**config.mk**
```make
export PLATFORM = sky130hd
export DESIGN_NAME = txsnap_top
export DESIGN_NICKNAME = d
export VERILOG_FILES = /design/src/rtl/txsnap_pkg.sv /design/src/rtl/txsnap_ctrl.sv /design/src/rtl/txsnap_dp.sv /design/src/rtl/txsnap_top.sv
export SDC_FILE = /design/constraint.sdc
export NUM_CORES = 1
export LEC_CHECK = 0
export BUFFER_PORTS_ARGS = -buffer_cell sky130_fd_sc_hd__buf_2
export CAP_MARGIN = 20
export CORE_MARGIN = 10
export CORE_UTILIZATION = 52
export CTS_CLUSTER_SIZE = 20
export DETAILED_ROUTE_END_ITERATION = 10
export GPL_ROUTABILITY_DRIVEN = 1
export PLACE_DENSITY = 0.73
export SLEW_MARGIN = 10
export SYNTH_ARGS = -nofsm -noshare
export SYNTH_HDL_FRONTEND = slang
export SYNTH_HIERARCHICAL = 1
export SYNTH_SLANG_ARGS = --single-unit
export TNS_END_PERCENT = 50
```
**constraint.sdc**
```tcl
create_clock -name clk -period 2.44 [get_ports clk]
set_input_delay 0.244 -clock clk [delete_from_list [all_inputs] [get_ports clk]]
set_output_delay 0.244 -clock clk [all_outputs]
set_load 0.005 [all_outputs]
```
**src/rtl/txsnap_pkg.sv**
```systemverilog
package txsnap_pkg;

  // strobes from control to datapath, valid in the cycle they are computed
  typedef struct packed {
    logic capture;    // copy table into pending slot
    logic promote;    // pending slot becomes active snapshot
    logic commit;     // release reserved list, drop active snapshot
    logic restore;    // roll table back to active snapshot
    logic activeNow;  // active snapshot valid before this edge
  } snapCtl_t;

endpackage

```
**src/rtl/txsnap_ctrl.sv**
```systemverilog
module txsnap_ctrl
  import txsnap_pkg::*;
#(
  parameter int NEST_W = 4
) (
  input  logic     clk,
  input  logic     rst_n,
  input  logic     decBegin,
  input  logic     gradBegin,
  input  logic     gradEnd,
  input  logic     abortReq,
  output snapCtl_t ctl,
  output logic     txActive
);

  logic              pendingValid;
  logic              activeValid;
  logic [NEST_W-1:0] nestDepth;

  logic doAbort, promote, fold, consume, capture, commit, unnest;

  always_comb begin
    doAbort = abortReq & activeValid;
    promote = !doAbort & gradBegin & !activeValid & pendingValid;
    fold    = !doAbort & gradBegin & activeValid;
    consume = promote | fold;
    capture = !doAbort & decBegin & (!pendingValid | consume);
    commit  = !doAbort & gradEnd & activeValid & (nestDepth == '0);
    unnest  = !doAbort & gradEnd & activeValid & (nestDepth != '0);

    ctl.capture   = capture;
    ctl.promote   = promote;
    ctl.commit    = commit;
    ctl.restore   = doAbort;
    ctl.activeNow = activeValid;
  end

  always_ff @(posedge clk) begin
    if (!rst_n) begin
      pendingValid <= 1'b0;
      activeValid  <= 1'b0;
      nestDepth    <= '0;
    end else begin
      pendingValid <= doAbort ? 1'b0 : (capture | (pendingValid & !consume));
      if (doAbort || commit)  activeValid <= 1'b0;
      else if (promote)       activeValid <= 1'b1;
      if (doAbort || commit)  nestDepth <= '0;
      else if (fold)          nestDepth <= nestDepth + 1'b1;
      else if (unnest)        nestDepth <= nestDepth - 1'b1;
    end
  end

  assign txActive = activeValid;

endmodule

```
**src/rtl/txsnap_dp.sv**
```systemverilog
module txsnap_dp
  import txsnap_pkg::*;
#(
  parameter int NUM_ARCH = 8,
  parameter int NUM_PHYS = 32,
  parameter int PC_W     = 16
) (
  input  logic                               clk,
  input  logic                               rst_n,
  input  snapCtl_t                           ctl,
  input  logic                               renValid,
  input  logic [$clog2(NUM_ARCH)-1:0]        renArch,
  input  logic [$clog2(NUM_PHYS)-1:0]        renPhys,
  input  logic [PC_W-1:0]                    decPc,
  input  logic                               gradFree,
  input  logic [$clog2(NUM_PHYS)-1:0]        gradFreePhys,
  output logic [NUM_ARCH*$clog2(NUM_PHYS)-1:0] mapOut,
  output logic [NUM_PHYS-1:0]                freeMask,
  output logic [NUM_PHYS-1:0]                reservedOut,
  output logic [NUM_PHYS-1:0]                savedOut,
  output logic                               abortRestore,
  output logic [PC_W-1:0]                    restorePc
);

  localparam int PW = $clog2(NUM_PHYS);

  logic [PW-1:0]       mapTbl  [NUM_ARCH];
  logic [PW-1:0]       pendMap [NUM_ARCH];
  logic [PW-1:0]       actMap  [NUM_ARCH];
  logic [NUM_PHYS-1:0] savedVec, pendSaved, actSaved;
  logic [PC_W-1:0]     pendPc, actPc;
  logic [NUM_PHYS-1:0] reservedVec;

  logic [NUM_PHYS-1:0] savedNext, reservedNext, freeNext;

  // saved set follows the table: new register in, displaced one out
  always_comb begin
    savedNext = savedVec;
    if (renValid) begin
      savedNext[mapTbl[renArch]] = 1'b0;
      savedNext[renPhys]         = 1'b1;
    end
  end

  // routing of freed registers between free mask and reserved list
  always_comb begin
    reservedNext = reservedVec;
    freeNext     = '0;
    if (!ctl.restore) begin
      if (ctl.commit) begin
        freeNext     = reservedVec;
        reservedNext = '0;
      end
      if (gradFree) begin
        if (ctl.activeNow && !ctl.commit && actSaved[gradFreePhys])
          reservedNext[gradFreePhys] = 1'b1;
        else
          freeNext[gradFreePhys] = 1'b1;
      end
    end
  end

  always_ff @(posedge clk) begin
    if (!rst_n) begin
      for (int i = 0; i < NUM_ARCH; i++) begin
        mapTbl[i]  <= PW'(i);
        pendMap[i] <= '0;
        actMap[i]  <= '0;
      end
      for (int p = 0; p < NUM_PHYS; p++) savedVec[p] <= (p < NUM_ARCH);
      pendSaved    <= '0;
      actSaved     <= '0;
      pendPc       <= '0;
      actPc        <= '0;
      reservedVec  <= '0;
      freeMask     <= '0;
      abortRestore <= 1'b0;
      restorePc    <= '0;
    end else begin
      freeMask     <= freeNext;
      abortRestore <= ctl.restore;
      if (ctl.promote) begin
        actMap   <= pendMap;
        actSaved <= pendSaved;
        actPc    <= pendPc;
      end
      if (ctl.capture) begin
        pendMap   <= mapTbl;
        pendSaved <= savedVec;
        pendPc    <= decPc;
      end
      if (ctl.restore) begin
        mapTbl      <= actMap;
        savedVec    <= actSaved;
        restorePc   <= actPc;
        reservedVec <= '0;
      end else begin
        if (renValid) mapTbl[renArch] <= renPhys;
        savedVec    <= savedNext;
        reservedVec <= reservedNext;
      end
    end
  end

  for (genvar g = 0; g < NUM_ARCH; g++) begin : g_flat
    assign mapOut[g*PW +: PW] = mapTbl[g];
  end

  assign reservedOut = reservedVec;
  assign savedOut    = savedVec;

endmodule

```
**src/rtl/txsnap_top.sv**
```systemverilog
module txsnap_top
  import txsnap_pkg::*;
#(
  parameter int NUM_ARCH = 8,
  parameter int NUM_PHYS = 32,
  parameter int PC_W     = 16,
  parameter int NEST_W   = 4
) (
  input  logic                                 clk,
  input  logic                                 rst_n,
  input  logic                                 renValid,
  input  logic [$clog2(NUM_ARCH)-1:0]          renArch,
  input  logic [$clog2(NUM_PHYS)-1:0]          renPhys,
  input  logic                                 decBegin,
  input  logic [PC_W-1:0]                      decPc,
  input  logic                                 gradBegin,
  input  logic                                 gradEnd,
  input  logic                                 gradFree,
  input  logic [$clog2(NUM_PHYS)-1:0]          gradFreePhys,
  input  logic                                 abortReq,
  output logic [NUM_ARCH*$clog2(NUM_PHYS)-1:0] mapOut,
  output logic [NUM_PHYS-1:0]                  freeMask,
  output logic [NUM_PHYS-1:0]                  reservedOut,
  output logic                                 txActive,
  output logic                                 abortRestore,
  output logic [PC_W-1:0]                      restorePc
);

  snapCtl_t            ctl;
  logic [NUM_PHYS-1:0] savedVec;

  txsnap_ctrl #(.NEST_W(NEST_W)) u_ctrl (
    .clk      (clk),
    .rst_n    (rst_n),
    .decBegin (decBegin),
    .gradBegin(gradBegin),
    .gradEnd  (gradEnd),
    .abortReq (abortReq),
    .ctl      (ctl),
    .txActive (txActive)
  );

  txsnap_dp #(.NUM_ARCH(NUM_ARCH), .NUM_PHYS(NUM_PHYS), .PC_W(PC_W)) u_dp (
    .clk         (clk),
    .rst_n       (rst_n),
    .ctl         (ctl),
    .renValid    (renValid),
    .renArch     (renArch),
    .renPhys     (renPhys),
    .decPc       (decPc),
    .gradFree    (gradFree),
    .gradFreePhys(gradFreePhys),
    .mapOut      (mapOut),
    .freeMask    (freeMask),
    .reservedOut (reservedOut),
    .savedOut    (savedVec),
    .abortRestore(abortRestore),
    .restorePc   (restorePc)
  );

endmodule

```
==> Yosys cells after proc, flatten, opt, wreduce, memory -nomap -nowiden <==
Cells that the tools add are included.
W data, S select, Z words.
{ "op_classes": {"add_sub_neg": 2, "order_cmp": 8, "mux": 28, "n_bitwise": 22, "n_reduce_logical": 18} }
{ "op_table": {"columns": ["op", "count"], "rows": [
  ["$mux W32", 10],
  ["$or A32 B32 Y32", 3],
  ["$mux W40", 2],
  ["$bwmux W40", 1],
  ["$and A32 B32 Y32", 1],
  ["$not A32 Y32", 1],
  ["$lt A5 B6 Y1 const B", 3],
  ["$bmux W5 S3", 1],
  ["$demux W1 S5", 3],
  ["$demux W5 S3", 1],
  ["$ge A5 B1 Y1 const B", 3],
  ["$mux W5", 3],
  ["$and A1 B1 Y1", 12],
  ["$mux W4", 2],
  ["$logic_and A1 B1 Y1", 6],
  ["$bmux W1 S5", 1],
  ["$logic_not A1 Y1", 5],
  ["$add A4 B1 Y4 const B", 1],
  ["$ge A4 B4 Y1 const B", 1],
  ["$logic_not A4 Y1", 1],
  ["$lt A4 B1 Y1 const B", 1],
  ["$mux W1", 4],
  ["$not A3 Y4", 1],
  ["$reduce_bool A2 Y1", 2],
  ["other kinds (6)", 9]
]} }
{ "totals": {"reg_bits": 335, "in_bits": 37, "output_inout_bits": 122} }

==> Depth between registers and ports, before layout <==
Gate-level depths: netlist of the first run.
{ "depth": {"ltp_word": 13, "mapped_depth": 10, "ltp_nobuf": 7} }

==> By module <==
Netlist of the first run, hierarchy kept.
{ "by_module_without_submodules": {"columns": ["module", "n_inst", "cells_each", "area_each_um2", "seq_area_each_um2"], "rows": [
  ["txsnap_dp", 1, 1403, 13734.4, 6586.3],
  ["txsnap_ctrl", 1, 48, 416.6, 120.1]
]} }

==> Worst setup path before layout of the first run <==
Ideal clock, no wire load.
{ "synth_timing": {"kind": "register -> register", "startpoint": "register u_ctrl.activeValid, in the netlist u_ctrl/txActive", "endpoint": "register u_dp/pendMap[15] in the netlist's numbering", "setup_time_ns": 0.117, "arrival_time_ns": 2.088, "required_time_ns": 2.323, "setup_slack_ns": 0.235, "path_stages_with_launch": 9, "synth_period_minus_slack_ns": 2.205, "cell_sequence": "dfxtp_1 nand2_1 and3_1 buf_4 clkbuf_1 buf_1 buf_1 mux2i_1 nor2b_1"} }
{ "synth_via": {"elab_chain_cells": 8, "elab_cells_between_ends": 11, "classes_between": "bitwise: 9; reduce/logical: 2"} }
{ "synth_lines": {"columns": ["element", "line", "text"], "rows": [
  ["start, declared", "txsnap_ctrl.sv:17", "logic activeValid;"],
  ["start signal, assigned", "txsnap_ctrl.sv:41", "activeValid <= 1'b0;"],
  ["start signal, assigned", "txsnap_ctrl.sv:45", "if (doAbort || commit) activeValid <= 1'b0;"],
  ["start signal, assigned", "txsnap_ctrl.sv:46", "else if (promote) activeValid <= 1'b1;"],
  ["$and A1 B1 Y1", "txsnap_ctrl.sv:23", "doAbort = abortReq & activeValid;"],
  ["$logic_not A1 Y1", null, null],
  ["$and A1 B1 Y1", "txsnap_ctrl.sv:24, txsnap_ctrl.sv:25", null],
  ["$and A1 B1 Y1 (2 in series)", "txsnap_ctrl.sv:24", "promote = !doAbort & gradBegin & !activeValid & pendingValid;"],
  ["$or A1 B1 Y1", "txsnap_ctrl.sv:26", "consume = promote | fold;"],
  ["$or A1 B1 Y1", "txsnap_ctrl.sv:27", "capture = !doAbort & decBegin & (!pendingValid | consume);"],
  ["$and A1 B1 Y1 *", "txsnap_ctrl.sv:27", null],
  ["net u_ctrl.capture", "txsnap_ctrl.sv:20", "logic doAbort, promote, fold, consume, capture, commit, unnest;"],
  ["end signal, assigned", "txsnap_dp.sv:88", "pendMap <= mapTbl;"],
  ["end, declared", "txsnap_dp.sv:28", "logic [PW-1:0] pendMap [NUM_ARCH];"]
]} }
The timed path passes the listed nets; every way through them passes the cells marked *.
A chain may end at the register's enable or synchronous reset.

==> Worst setup path in the final report of the first run <==
{ "layout_timing": {"startpoint": "register u_dp.mapTbl, in the netlist u_dp/mapOut[15]", "endpoint": "register u_dp.savedVec[15], in the netlist u_dp/savedOut[15]"} }
{ "layout_via": {"elab_chain_cells": 12, "elab_cells_between_ends": 13, "classes_between": "order compare: 2; mux: 7; bitwise: 3; reduce/logical: 1"} }
{ "layout_lines": {"columns": ["element", "line", "text"], "rows": [
  ["start, declared", "txsnap_dp.sv:27", "logic [PW-1:0] mapTbl [NUM_ARCH];"],
  ["start signal, assigned by index", "txsnap_dp.sv:66", "mapTbl[i] <= PW'(i);"],
  ["start signal, assigned", "txsnap_dp.sv:93", "mapTbl <= actMap;"],
  ["start signal, assigned by index", "txsnap_dp.sv:98", "if (renValid) mapTbl[renArch] <= renPhys;"],
  ["$bmux W5 S3 *", "txsnap_dp.sv:40", "savedNext[mapTbl[renArch]] = 1'b0;"],
  ["$mux W5 (not written as such) * (2 in series)", "txsnap_dp.sv:40", null],
  ["$lt A5 B6 Y1 (not written as such) / $ge A5 B1 Y1 (equally long branches)", "txsnap_dp.sv:40", null],
  ["$logic_and A1 B1 Y1 (not written as such)", "txsnap_dp.sv:40", null],
  ["$mux W1 (not written as such)", "txsnap_dp.sv:40", null],
  ["$demux W1 S5 *", null, null],
  ["$not A32 Y32 (no source line) *", null, null],
  ["$and A32 B32 Y32 (no source line) *", null, null],
  ["$or A32 B32 Y32 (no source line) *", null, null],
  ["$mux W32 *", "txsnap_dp.sv:39", "if (renValid) begin"],
  ["$mux W32 *", "txsnap_dp.sv:92", "if (ctl.restore) begin"],
  ["end signal, assigned", "txsnap_dp.sv:94", "savedVec <= actSaved;"],
  ["end signal, assigned", "txsnap_dp.sv:99", "savedVec <= savedNext;"],
  ["end, declared", "txsnap_dp.sv:30", "logic [NUM_PHYS-1:0] savedVec, pendSaved, actSaved;"]
]} }
Every way passes the cells marked *; elsewhere a longest branch is shown, timed or not. The select of a mux whose other input is x is not followed.

==> impl_metrics.json, run 1 <==
{
  "synth_edf_count": 0,
  "crit_path_end_kind": "flip-flop",
  "netlist_area_sq_mm": 0.0142,
  "synth_area_leaders": "dfxtp_1 (47%), mux2i_1 (16%), nor2b_1 (9.4%), nor2_1 (3.5%), nand2_1 (2.3%)",
  "rows": 60,
  "holdPathEnd": "u_dp/pendPc[13]",
  "n_fill_cell": 2239,
  "drive_above_1_share": 0.178,
  "wl_per_cell_microns": 17.9,
  "startpoint_type": "flip-flop",
  "hpwl_microns": 22800,
  "coreArea_sq_mm": 0.0269,
  "ys_warn_count": 6,
  "synth_cell_types": 58,
  "hold_viol": 0,
  "fin_crit_sh": 0.941,
  "clock-sinks": 335,
  "critical_path_class": "flip-flop to flip-flop",
  "vias_per_cell": 5.56,
  "slew_headroom": 0.452,
  "grt_usage": 0.198,
  "port_buffers": 158,
  "post_dp_cell_area_sq_mm": 0.0152,
  "drt.antenna.violating_nets": 0,
  "r2r_end": "u_dp/savedOut[15]",
  "yosys.area.top_type": "dfxtp_1",
  "p_leak_nw": 6.33,
  "synth_nets": 1491,
  "nNetsFinal": 1615,
  "ir_worst_vdd_mv": 0.629,
  "rsz0062_at_grt": "false",
  "path_clk_slew_ns": 0.06,
  "crit-reg2reg-launch": "u_dp/mapOut[15]",
  "start_util": 0.527,
  "slew_viol_final": 0,
  "routabilityCongestion": 0.853,
  "cts_buffers": 35,
  "skew_ns": 0.0214,
  "first_iter_violations": 833,
  "async_flop_share": 0,
  "tritoncts": "built",
  "cp.arrival_ns": 2.70,
  "vias": 10800,
  "fin_area_sq_mm": 0.0165,
  "fmax_mhz": 436,
  "crit_chain": "mux2i_1 -> mux2_4 -> o221a_4 -> or2_1 -> or3_1 -> o311a_1",
  "critPathMaxStageDelay_ns": 0.47,
  "tightest_slew_ns": 0.821,
  "r2r_setup_slack_ns": 0.14,
  "setup_viol": 0,
  "ys_seq_elements": 335,
  "htreeDepth": 2,
  "power_density_mw_per_mm2": 724,
  "syn_to_final_growth_pct": 16.3,
  "multi_input_area_sq_mm": 0.00697,
  "drt_pass1_iterations": 5,
  "hp-start": "decPc[13]",
  "io_pins": 159,
  "rr_worst_depth": 6,
  "die_h_microns": 185,
  "hold_path_class": "input port to flip-flop",
  "grt_overflow": 0,
  "ys.flop_type": "dfxtp_1",
  "max-cap-violations": 0,
  "cts-root-buf": "clkbuf_16",
  "synth_top_area_share": 0.474,
  "yosysMostFrequentCell": "dfxtp_1",
  "clk_path_buf_depth": 3,
  "cp.required_ns": 2.84,
  "ys_seq_area_frac": 0.474,
  "grt_pass1_wl_microns": 56000,
  "drcViolationCount": 0,
  "fin_tns_setup_ns": 0,
  "synth_area_per_cell_sq_um": 9.75,
  "syn_inst": 1451,
  "insertion_delay_ns": 0.51,
  "grt_max_degree": 101,
  "status": "finished clean",
  "die-area_sq_mm": 0.0342,
  "wl_microns": 34700,
  "whs_path_depth": 3,
  "min_period_ns": 2.30,
  "path_max_fanout": 6,
  "final-seq-area_sq_mm": 0.00671,
  "die_w_microns": 185,
  "antenna_found_initial": 0,
  "cp_slowest_cell": "or3_1",
  "cts_setup_buffers": 0,
  "grt_pass1_vias": 10500,
  "synth_common_cells": "dfxtp_1 (335), mux2i_1 (229), nor2b_1 (212), nor2_1 (132), nand2_1 (87)"
}
## logic make-up (layout without fill, tap and decap cells)
kind of cell    Yosys count  count (layout)  share of synthesized area
simple gates            532             532                      0.200
flops                   335             335                      0.474
mux                     255             255                      0.195
compound gates          207             207                     0.0928
buf+inv                 118             264                     0.0346
fa+ha+maj                 3               3                    0.00318
xor+xnor                  1               1                   0.000619
other cells               0               1                          0
## routing by layer
layer  share of wire  track usage  routed length [microns]  vias up
met5               0            0                        0        -
met4           0.019       0.0514                      674        0
met3           0.064       0.0445                     2230       54
met2            0.48        0.328                    16600      281
met1            0.44        0.254                    15200     5208
li1                -            -                        -     5243
## per-stage QoR
stage	total power, mW	hold WS [ns]	worst slack (ns)	instances	utilization
floorplan	6.46	0.373	0.235	1451	-
finish	11.9	0.0126	0.144	1939	0.612
global placement	6.72	0.456	0.0537	1872	0.567
detailed placement	6.74	0.468	0.0144	1872	0.567
global route	12.3	0.0208	0.0755	1938	0.612
CTS	12.0	0.00125	0.158	1938	0.612
## layout by cell type, fill, tap and decap left out, drive strengths merged, types with 7 or more instances in the layout
cell / count
nor2b: 212
buf: 191
nand3b: 12
dlygate4sd3: 7
o21ai: 64
nand2: 87
nand3: 19
dfxtp: 335
nor2: 132
clkinv: 8
mux2i: 230
mux4: 14
a21oi: 62
clkbuf: 49
a22oi: 35
o311a: 24
mux2: 11
and2: 26
## cell type report
class,count,area share
timing repair buffer,198,0.0723
sequential,335,0.408
clock buffer,49,0.0607
tap,341,0.0259
antenna,1,0.000152
multi-input combinational,998,0.424
inverter,7,0.00175
clock inverter,10,0.00799
## power by group
group	internal [mW]	total [mW]	switching, mW
combinational	0.418	0.953	0.536
clock	3.16	5.27	2.11
sequential	5.59	5.68	0.0880
## state kept, by name, indices dropped and copies added (netlist names), 4 cells and up
name / count
u_dp/actPc: 16
u_dp/pendMap: 40
u_dp/mapOut: 40
u_dp/pendSaved: 32
u_dp/savedOut: 32
u_dp/pendPc: 16
u_ctrl/nestDepth: 4
u_dp/reservedOut: 32
u_dp/actMap: 40
u_dp/freeMask: 32
u_dp/restorePc: 16
u_dp/actSaved: 32
## worst max-delay path by stage
stage | start | endpoint | slack (ns) | depth (start not counted)
2_1_floorplan | u_ctrl/txActive | u_dp/pendMap[15] | 0.23 | 8
3_3_place_gp | renArch[0] | u_dp/savedOut[15] | 0.05 | 7
3_5_place_dp | renArch[0] | u_dp/savedOut[23] | 0.01 | 7
4_1_cts | u_dp/mapOut[15] | u_dp/savedOut[15] | 0.16 | 6
5_1_grt | u_dp/mapOut[15] | u_dp/savedOut[15] | 0.08 | 6
6_report | u_dp/mapOut[15] | u_dp/savedOut[15] | 0.14 | 6
## timing repair
item / 4_1_cts / 5_1_grt
resized for setup: 0 / 0
hold endpoints to repair: 7 / 0
hold buffers: 7 / 0
## worst max-delay path, delay by kind of cell, from the launching register on
kind / cells / cell delay [ns]
AND/OR/NAND/NOR: 2 / 0.73
multiplexers: 2 / 0.42
AO/OA/AOI/OAI: 2 / 0.65
flip-flops: 1 / 0.39
(Power assumes the default switching activity.)
==> run 2, diff against run 1 <==
- SYNTH_HIERARCHICAL: 1 -> default
==> run 2 against run 1 <==
  * Area after synthesis up 2.0%
  * Critical path type unchanged
  * Clock skew fell by 0.0040 ns
  * Wire length grew 14%
  * Largest cell class unchanged
  * Highest routed layer is now met5
==> impl_metrics.json, run 2 <==
{
  "path_max_fanout": 8,
  "clock-sinks": 335,
  "ys_warn_count": 0,
  "antenna_found_initial": 2,
  "grt_pass1_wl_microns": 63900,
  "skew_ns": 0.0174,
  "routabilityCongestion": 0.889,
  "grt_overflow": 0,
  "fmax_mhz": 495,
  "hold_path_class": "input port to flip-flop",
  "fin_tns_setup_ns": 0,
  "port_buffers": 158,
  "hpwl_microns": 25400,
  "yosys.area.top_type": "dfxtp_1",
  "setup_viol": 0,
  "power_density_mw_per_mm2": 733,
  "p_leak_nw": 6.80,
  "final_cells": 2194,
  "ys_seq_elements": 335,
  "yosysMostFrequentCell": "nand2_1",
  "async_flop_share": 0,
  "first_iter_violations": 1007,
  "ys_seq_area_frac": 0.465,
  "slew_viol_final": 0,
  "grt_pass1_vias": 12000,
  "grt_usage": 0.217,
  "slew_headroom": 0.498,
  "insertion_delay_ns": 0.52,
  "cp.arrival_ns": 2.43,
  "drt_pass1_iterations": 5,
  "syn_inst": 1689,
  "rsz0062_at_grt": "false",
  "cts_buffers": 36,
  "drcViolationCount": 0,
  "synth_area_leaders": "dfxtp_1 (46%), nand2_1 (14%), a21boi_0 (10%), mux2i_1 (3.8%), clkbuf_1 (3.0%)",
  "netlist_area_sq_mm": 0.0144,
  "min_period_ns": 2.02,
  "dp_cells": 2111,
  "htreeDepth": 2,
  "hold_viol": 0,
  "n_fill_cell": 2343,
  "drt.antenna.violating_nets": 0,
  "synth_edf_count": 0,
  "grt_max_degree": 160,
  "synth_area_per_cell_sq_um": 8.55,
  "start_util": 0.533,
  "crit_path_end_kind": "flip-flop",
  "ir_worst_vdd_mv": 0.544,
  "max-cap-violations": 0,
  "wl_per_cell_microns": 18.1,
  "critical_path_class": "flip-flop to flip-flop",
  "clk_path_buf_depth": 3,
  "tritoncts": "built",
  "synth_common_cells": "nand2_1 (551), dfxtp_1 (335), a21boi_0 (192), clkbuf_1 (114), o21ai_0 (56)",
  "die_h_microns": 187,
  "vias_per_cell": 5.66,
  "wl_microns": 39600,
  "fin_crit_sh": 0.829,
  "die_w_microns": 187,
  "tightest_slew_ns": 0.753,
  "synth_cell_types": 58,
  "cp.required_ns": 2.85,
  "io_pins": 159,
  "nNetsFinal": 1833,
  "path_clk_slew_ns": 0.06,
  "coreArea_sq_mm": 0.0271,
  "final_common_cell": "nand2_1",
  "syn_to_final_growth_pct": 16.6,
  "synth_nets": 1729,
  "ys.flop_type": "dfxtp_1",
  "die-area_sq_mm": 0.0348,
  "status": "finished clean",
  "layout_common_cells": "nand2_1 (549), dfxtp_1 (335), a21boi_0 (192)",
  "vias": 12400,
  "rows": 60,
  "drive_above_1_share": 0.170,
  "cts-root-buf": "clkbuf_16",
  "fin_util": 0.621,
  "cts_resized": 0,
  "startpoint_type": "flip-flop",
  "synth_top_area_share": 0.465
}
-- run 2: logic make-up (layout without fill, tap and decap cells) --
| logic type | after synthesis | in the layout | synth area share |
|---|---|---|---|
| simple gates | 707 | 707 | 0.211 |
| compound gates | 416 | 416 | 0.216 |
| flops | 335 | 335 | 0.465 |
| buf+inv | 152 | 282 | 0.0442 |
| mux | 73 | 73 | 0.0589 |
| fa+ha+maj | 3 | 3 | 0.00312 |
| xor+xnor | 3 | 3 | 0.00182 |
| other cells | 0 | 3 | 0 |
-- run 2: worst max-delay path: stages (launching register included) --
cell and delay, ns:
dfxtp_1 0.46, nor2b_1 0.21, nand2_1 0.17, ha_1 0.32, a21o_1 0.18, a21oi_1 0.18, nand3b_1 0.09, o21ai_0 0.10
xnor2_1 0.15, nor2_1 0.05
-- run 2: final timing paths --
path | slack [ns] | to | cells past startpoint | start
hold / removal | 0.001 | u_dp.pendPc[10] | 3 | decPc[10]
setup / recovery | 0.42 | u_ctrl.nestDepth[3] | 9 | u_ctrl.txActive
hold reg to reg | 0.46 | u_dp.actSaved[31] | 2 | u_dp.pendSaved[31]
setup reg to reg | 0.42 | u_ctrl.nestDepth[3] | 9 | u_ctrl.txActive
-- run 2: final cells by class --
| cell class | instances | area [sq um] | share of cell area |
|---|---|---|---|
| clock inverter | 8 | 104 | 0.00617 |
| multi-input combinational | 1202 | 7120 | 0.423 |
| clock buffer | 56 | 1100 | 0.0652 |
| inverter | 11 | 41.3 | 0.00245 |
| sequential | 335 | 6710 | 0.398 |
| antenna | 3 | 7.51 | 0.000446 |
| tap | 372 | 465 | 0.0276 |
| timing repair buffer | 207 | 1290 | 0.0768 |
-- run 2: repair_timing --
action	4_1_cts	5_1_grt
hold buffers	16	0
setup buffers	0	0
endpoints found under the hold margin	20	0
-- run 2: through the flow --
stage               power (mW)  setup WS, ns  hold WS, ns  instance area (sq um)
global route              12.7         0.227      0.00869                  16800
finish                    12.3         0.418      0.00117                  16800
global placement          6.89         0.221        0.445                  15500
CTS                       12.4         0.407     0.000257                  16800
detailed placement        6.92         0.163        0.455                  15500
floorplan                 6.55         0.437        0.373                  14400
-- run 2: routing by layer --
layer,global-route usage,up-vias,share of wire
li1,-,6014,-
met1,0.272,5933,0.43
met2,0.368,382,0.49
met3,0.0374,80,0.057
met4,0.0751,2,0.026
met5,0,-,0.00033
-- run 2: power by group --
group | switching, mW | leakage (nW) | internal (mW)
Sequential | 0.133 | 2.72 | 5.63
Clock | 2.19 | 0.589 | 3.31
Combinational | 0.671 | 3.49 | 0.397
